--- src/rtl/corr_bp_pkg.sv ---
package corr_bp_pkg;
   // Branch addresses are word aligned; this many low bits carry no index information.
   localparam int ALIGN_BITS = 2;

   // Width of a history-carrying port: at least one bit even with no history.
   function automatic int hist_port_w(input int hist_len);
      return (hist_len > 0) ? hist_len : 1;
   endfunction
endpackage

--- src/rtl/cbp_history.sv ---
module cbp_history #(
   parameter int HIST_W = 2,
   parameter int HP_W   = corr_bp_pkg::hist_port_w(HIST_W)
) (
   input  logic            clk,
   input  logic            rst_n,
   input  logic            shift_en,
   input  logic            shift_bit,
   output logic [HP_W-1:0] hist_o
);
   generate
      if (HIST_W == 0) begin : g_none
         logic unused_hist_in;
         assign unused_hist_in = ^{clk, rst_n, shift_en, shift_bit};
         assign hist_o = '0;
      end else begin : g_shift
         logic [HIST_W-1:0] hist_q;
         always_ff @(posedge clk) begin
            if (!rst_n)
               hist_q <= '0;
            else if (shift_en)
               hist_q <= HIST_W'({hist_q, shift_bit});
         end
         assign hist_o = hist_q;

         // newest outcome enters bit 0
         assert_shift_R6: assert property (@(posedge clk) disable iff (!rst_n)
            shift_en |=> hist_q[0] == $past(shift_bit));
         // history holds without an update
         assert_hold_R6: assert property (@(posedge clk) disable iff (!rst_n)
            !shift_en |=> $stable(hist_q));
      end
   endgenerate
endmodule

--- src/rtl/cbp_index.sv ---
module cbp_index #(
   parameter int PC_W   = 32,
   parameter int ADDR_W = 4,
   parameter int HIST_W = 2,
   parameter int HP_W   = corr_bp_pkg::hist_port_w(HIST_W),
   parameter int IDX_W  = HIST_W + ADDR_W
) (
   input  logic [PC_W-1:0]  pc,
   input  logic [HP_W-1:0]  hist,
   output logic [IDX_W-1:0] idx
);
   localparam int LO = corr_bp_pkg::ALIGN_BITS;
   localparam int HI = LO + ADDR_W - 1;

   logic [ADDR_W-1:0] addr_bits;
   logic unused_pc_bits;
   assign addr_bits      = pc[HI:LO];
   assign unused_pc_bits = ^{pc[PC_W-1:HI+1], pc[LO-1:0]};

   generate
      if (HIST_W == 0) begin : g_addr_only
         logic unused_hist_bits;
         assign unused_hist_bits = ^hist;
         assign idx = addr_bits;
      end else begin : g_correlated
         assign idx = {hist[HIST_W-1:0], addr_bits};
      end
   endgenerate
endmodule

--- src/rtl/cbp_counter_table.sv ---
module cbp_counter_table #(
   parameter int CNT_W = 2,
   parameter int IDX_W = 6
) (
   input  logic             clk,
   input  logic             rst_n,
   input  logic [IDX_W-1:0] rd_idx,
   output logic             rd_taken,
   input  logic             wr_en,
   input  logic [IDX_W-1:0] wr_idx,
   input  logic             wr_taken
);
   localparam int DEPTH = 1 << IDX_W;
   localparam logic [CNT_W-1:0] CNT_MAX  = '1;
   localparam logic [CNT_W-1:0] CNT_INIT = CNT_W'((1 << (CNT_W - 1)) - 1);

   logic [CNT_W-1:0] mem [DEPTH];

   always_ff @(posedge clk) begin
      if (!rst_n) begin
         for (int i = 0; i < DEPTH; i++)
            mem[i] <= CNT_INIT;
      end else if (wr_en) begin
         if (wr_taken && (mem[wr_idx] != CNT_MAX))
            mem[wr_idx] <= mem[wr_idx] + CNT_W'(1);
         else if (!wr_taken && (mem[wr_idx] != '0))
            mem[wr_idx] <= mem[wr_idx] - CNT_W'(1);
      end
   end

   // Upper half of the counter range means taken: the MSB alone decides.
   assign rd_taken = mem[rd_idx][CNT_W-1];

   // saturation at the top
   assert_sat_hi_R5: assert property (@(posedge clk) disable iff (!rst_n)
      wr_en && wr_taken && (mem[wr_idx] == CNT_MAX) |=> mem[$past(wr_idx)] == CNT_MAX);
   // saturation at the bottom
   assert_sat_lo_R5: assert property (@(posedge clk) disable iff (!rst_n)
      wr_en && !wr_taken && (mem[wr_idx] == '0) |=> mem[$past(wr_idx)] == '0);
   // single-step increase
   assert_inc_R4: assert property (@(posedge clk) disable iff (!rst_n)
      wr_en && wr_taken && (mem[wr_idx] != CNT_MAX)
      |=> mem[$past(wr_idx)] == $past(mem[wr_idx]) + CNT_W'(1));
   // without an update the entry being read keeps its value
   assert_hold_R4: assert property (@(posedge clk) disable iff (!rst_n)
      !wr_en |=> mem[$past(rd_idx)] == $past(mem[rd_idx]));
endmodule

--- src/rtl/corr_dir_predictor.sv ---
module corr_dir_predictor #(
   parameter int PC_W   = 32,
   parameter int ADDR_W = 4,
   parameter int HIST_W = 2,
   parameter int CNT_W  = 2
) (
   input  logic                                  clk,
   input  logic                                  rst_n,
   input  logic [PC_W-1:0]                       pred_pc,
   output logic                                  pred_taken,
   output logic [((HIST_W > 0) ? HIST_W : 1)-1:0] pred_hist,
   input  logic                                  upd_valid,
   input  logic [PC_W-1:0]                       upd_pc,
   input  logic [((HIST_W > 0) ? HIST_W : 1)-1:0] upd_hist,
   input  logic                                  upd_taken
);
   localparam int HP_W  = corr_bp_pkg::hist_port_w(HIST_W);
   localparam int IDX_W = HIST_W + ADDR_W;

   initial begin
      assert (ADDR_W >= 1);
      assert (CNT_W >= 1);
      assert (HIST_W >= 0);
      assert (PC_W > ADDR_W + corr_bp_pkg::ALIGN_BITS);
   end

   logic [HP_W-1:0]  hist_now;
   logic [IDX_W-1:0] rd_idx;
   logic [IDX_W-1:0] wr_idx;

   cbp_history #(.HIST_W(HIST_W), .HP_W(HP_W)) u_hist (
      .clk      (clk),
      .rst_n    (rst_n),
      .shift_en (upd_valid),
      .shift_bit(upd_taken),
      .hist_o   (hist_now)
   );

   cbp_index #(.PC_W(PC_W), .ADDR_W(ADDR_W), .HIST_W(HIST_W), .HP_W(HP_W), .IDX_W(IDX_W)) u_rd_index (
      .pc  (pred_pc),
      .hist(hist_now),
      .idx (rd_idx)
   );

   cbp_index #(.PC_W(PC_W), .ADDR_W(ADDR_W), .HIST_W(HIST_W), .HP_W(HP_W), .IDX_W(IDX_W)) u_wr_index (
      .pc  (upd_pc),
      .hist(upd_hist),
      .idx (wr_idx)
   );

   cbp_counter_table #(.CNT_W(CNT_W), .IDX_W(IDX_W)) u_table (
      .clk     (clk),
      .rst_n   (rst_n),
      .rd_idx  (rd_idx),
      .rd_taken(pred_taken),
      .wr_en   (upd_valid),
      .wr_idx  (wr_idx),
      .wr_taken(upd_taken)
   );

   assign pred_hist = hist_now;
endmodule

--- config.mk ---
export PLATFORM = sky130hd
export DESIGN_NAME = corr_dir_predictor
export DESIGN_NICKNAME = d
export VERILOG_FILES = /design/src/rtl/corr_bp_pkg.sv /design/src/rtl/cbp_history.sv /design/src/rtl/cbp_index.sv /design/src/rtl/cbp_counter_table.sv /design/src/rtl/corr_dir_predictor.sv
export SDC_FILE = /design/constraint.sdc
export NUM_CORES = 1
export LEC_CHECK = 0
export BUFFER_PORTS_ARGS = -buffer_cell sky130_fd_sc_hd__buf_2
export CAP_MARGIN = 10
export CORE_MARGIN = 2
export CORE_UTILIZATION = 54
export DETAILED_ROUTE_END_ITERATION = 8
export GPL_ROUTABILITY_DRIVEN = 0
export GPL_TIMING_DRIVEN = 0
export PLACE_DENSITY = 0.8
export SLEW_MARGIN = 20
export SYNTH_ARGS = -nofsm -noshare
export SYNTH_HDL_FRONTEND = slang
export SYNTH_SLANG_ARGS = --single-unit
--- constraint.sdc ---
create_clock -name clk -period 3.75 [get_ports clk]
set_clock_uncertainty 0.2 [all_clocks]
set_input_delay 0.75 -clock clk [delete_from_list [all_inputs] [get_ports clk]]
set_output_delay 0.75 -clock clk [all_outputs]
set_load 0.02 [all_outputs]
Word-level counts from Yosys, hierarchy flattened --
Memory sizes are Yosys's and may differ from the RTL's. Cells that the tools add are included.
Cells by class: add/sub/neg operators 2, equality and inequality tests 1, muxes and demuxes 14, bitwise gates (word level) 1, reductions and logical operators 5
Operator list (number):
- 1-bit 2-to-1 mux | 11
- 6-bit 2-to-1 mux | 1
- 2-bit 2-to-1 mux | 2
- 2-bit by 1-bit adder with 2-bit output (second input constant) | 1
- 1-bit logical AND | 2
- 2-bit inequality test (second input constant) | 1
- 2-bit nonzero test | 1
- 2-bit OR reduction | 1
- 2-bit by 1-bit subtractor with 2-bit output (second input constant) | 1
- 1-bit zero test | 1
- 1-bit bitwise OR | 1
Storage, ports and cells: flip-flop bits (word level) 2, bits in writable memories 128, word-level logic and storage cells 25, memories 1
Memory list:
- u_table.mem | words 64, bits a word 2, rd ports 2, clocked after Yosys merged registers in 0, write ports 64, line cbp_counter_table.sv:17 | logic [CNT_W-1:0] mem [DEPTH];

Logic depth before layout (Yosys ltp) --
An unclocked memory read counts as a cell.
depth in word-level cells 11, depth in mapped cells 13, depth with buffers taken out 8

Hierarchy --
Synthesis repeated with hierarchy kept, for this count alone.
Second synthesis, totals: cells, all modules 686, area, all modules 8012.7 µm²
By module, submodules not included:
- cbp_counter_table | times used 1, cells each 668, area an instance 7850.0 µm²
- cbp_index | times used 2, cells each 6, area an instance 45.0 µm²
- cbp_history | times used 1, cells each 6, area an instance 72.6 µm²

Worst setup path before layout --
No wires, ideal clock.
path kind input port to output port, start point input pred_pc[2], end point output pred_taken, data arrival time 3.231 ns, required time 2.800 ns, path slack -0.431 ns, stages on the path 5, cell sequence clkbuf_1 -> buf_1 -> mux4_2 -> mux4_2 -> mux4_2
On the way: cells in the longest elaborated chain, start to end 1
Ends and longest elaborated chain:
- from (decl) | line corr_dir_predictor.sv:9 | input logic [PC_W-1:0] pred_pc,
- memory 64 x 2 bit
- to (decl) | line corr_dir_predictor.sv:10 | output logic pred_taken,
Every way passes these cells.

==> results.txt <==
Fmax = 263 MHz
Ant. Diodes = 0
PnR worst setup slack = -0.0590 ns
Final ANT Viol Nets = 0
Synth Net Count = 722
Reg power frac = 44.2%
Sw frac = 27.2%
P_int = 2.73 mW
Critical path required time = 3.70 ns
Largest net degree at the start of global routing = 17
Flop and latch count out of synthesis = 130
Netlist Area Pre-Place = 7310 µm²
# IOs = 73
Clk pin slew, worst setup/hold paths = 0.06 ns
DPL Wire Length = 16,300 µm
Deepest clock path buffer count = 2
Crit start category = input port
Clock sink count = 130
CTS tree = built
Leak = 2.57 nW
Logic pwr share = 17.1%
Synth top area cells = edfxtp_1, mux4_2, nand2_1
Die area = 14,500 µm²
MaxCap Viol Count = 0
Clock share of power = 38.7%
Crit-path max FO = 10
Synth warnings = 0
Wire per inst = 28.5 µm
DRT Pass-1 Iters = 9
Slew margin rel. = 35.3%
Layout cells sized above 1 = 21.9%
Port Buf Inserts = 11
Final Hold Fails = 0
Worst vdd ir = 358 µV
Final wirelength = 25,000 µm
Final net count = 763
P per Cell Area = 443 nW/µm²
Primary FF master, synth = edfxtp_1
Core ar. = 13,200 µm²
Die Span Y = 120 µm
Period utilization = 102%
Drt initial violations = 1,482
Sw Pwr = 1.02 mW
GRT Total Usage = 35.8%
TritonCTS buffer count = 17
CP Class = input port to register
Row count = 42
H-tree Lvls = 4
Final core utilization = 63.9%
Worst skew pair latency = 0.43 ns
Via density = 7.31
Via count of the routed design = 6,424
Synth area leader = edfxtp_1
DR DRC count = 10
Post-synth top area share = 52.6%
Pins over their slew limit = 0
EDFF count, synth = 128
Vias in the first global route = 6,324
Final setup viols = 109
Status = complete, but fails checks
Initial antenna violation count = 1
Clock Tree Root = clkbuf_16
Shortest period the worst path allows = 3.81 ns
Die width = 120 µm
First-pass GRT wire length = 37,100 µm
Area grow syn2layout = 15.8%
Sequential area share after synthesis = 53.2%
Cells after Synth = 652
Count leader, synth = nand2_1
Crit end category = register
Grt ovf = 0
Failing checks = DRC, setup timing
CP arrival = 3.75 ns
Worst hold path type = register to register
Synth unique cells = 58
Design Power = 3.74 mW
Synth top cells by count = nand2_1, edfxtp_1, nor3_1
Async S/R FF share, synth = 0%
Syn_area_per_cell = 11.2 µm²
Starting Density = 55.2%
Worst-margin pin slew = 0.971 ns
[logic make-up (layout without fill, tap and decap cells)]
| family | count (synthesis) | in the layout | synth area share [%] |
|---|---|---|---|
| compound gates | 125 | 125 | 12.0 |
| simple gates | 269 | 269 | 17.8 |
| flops | 130 | 130 | 53.2 |
| xor+xnor | 1 | 1 | 0.120 |
| buf+inv | 67 | 118 | 4.68 |
| mux | 60 | 60 | 12.3 |
[power by group through the flow]
stage / clock (mW) / combinational [mW] / sequential, mW
4_1_cts: 1.44 / 0.575 / 1.65
3_3_place_gp: 0 / 0.513 / 1.68
3_5_place_dp: 0 / 0.521 / 1.68
6_report: 1.45 / 0.639 / 1.66
2_1_floorplan: 0 / 0.353 / 1.67
5_1_grt: 1.50 / 0.648 / 1.66
[cell usage in the layout (no fill, tap or decap), types with 5 or more instances in the layout]
master and count:
nand2_1 138, edfxtp_1 128, o21ai_1 54, nor3_1 53, mux2i_1 28, clkbuf_1 23
mux4_2 23, buf_2 19, clkbuf_16 18, buf_4 12, buf_6 11, a22oi_1 11
nor4_1 11, nand3_1 9, a22o_1 9, o31ai_2 9, clkinv_1 9, nor2b_1 8
nor2_1 8, mux2_2 8, nor2_2 7, a221oi_1 6, inv_1 5, clkbuf_4 5
[sequential cells by signal, indices dropped and copies added (netlist names)]
register	flops
u_hist.hist_o	2
u_table.mem	128
[worst max-delay path, stage by stage]
cell and delay [ns]:
buf_2 0.20, buf_6 0.20, buf_8 0.19, mux2_2 0.35, a222oi_1 0.51, o22ai_2 0.19, or4_4 0.49, nor3_4 0.17
a2bb2oi_4 0.19, buf_12 0.17, buf_6 0.20, o21ai_1 0.14
[worst paths after layout]
kind | startpoint | endpoint | slack, ns | depth (start not counted)
worst min register to register | u_hist.hist_o[0] | u_hist.hist_o[1] | 0.38 | 2
worst max-delay path | upd_pc[4] | u_table.mem[1][0] | -0.06 | 12
worst min-delay path | u_hist.hist_o[0] | u_hist.hist_o[1] | 0.38 | 2
worst max register to register | u_table.mem[28][1] | u_table.mem[1][0] | 0.37 | 9
[repair_timing]
action,in CTS,in global routing
gates resized for setup,38,35
buffers inserted,7,3
setup endpoints to repair,254,257
gates cloned,0,1
hold buffers,0,0
pin swaps,4,5
[metal layers]
layer | global-route usage [%] | wire length (µm) | vias up
met5 | 0 | 73 | -
met4 | 24.5 | 2130 | 4
met3 | 18.0 | 4520 | 225
met2 | 50.6 | 10400 | 684
met1 | 42.8 | 7900 | 2936
li1 | - | - | 2575
[layout make-up]
type,instances,area [µm²]
Clock inverter,12,76.3
Multi-Input combinational cell,455,3230
Tap cell,176,220
Inverter,5,18.8
Timing Repair Buffer,22,180
Sequential cell,130,3880
Fill cell,1011,4790
Clock buffer,17,425
Buffer,62,425
[stage by stage]
step                TNS, ns  setup WS, ns  hold slack, ns  cell area, µm²  instances
floorplan                 0        0.0852           0.416            7310        652
global placement    -203.14        -0.969           0.340            7590        839
detailed placement  -202.73         -1.02           0.368            7590        839
CTS                 -0.0295       -0.0295           0.376            8330        875
global route         -0.224       -0.0397           0.410            8460        879
finish                -2.07       -0.0590           0.378            8460        879
(Power assumes the default switching activity.)
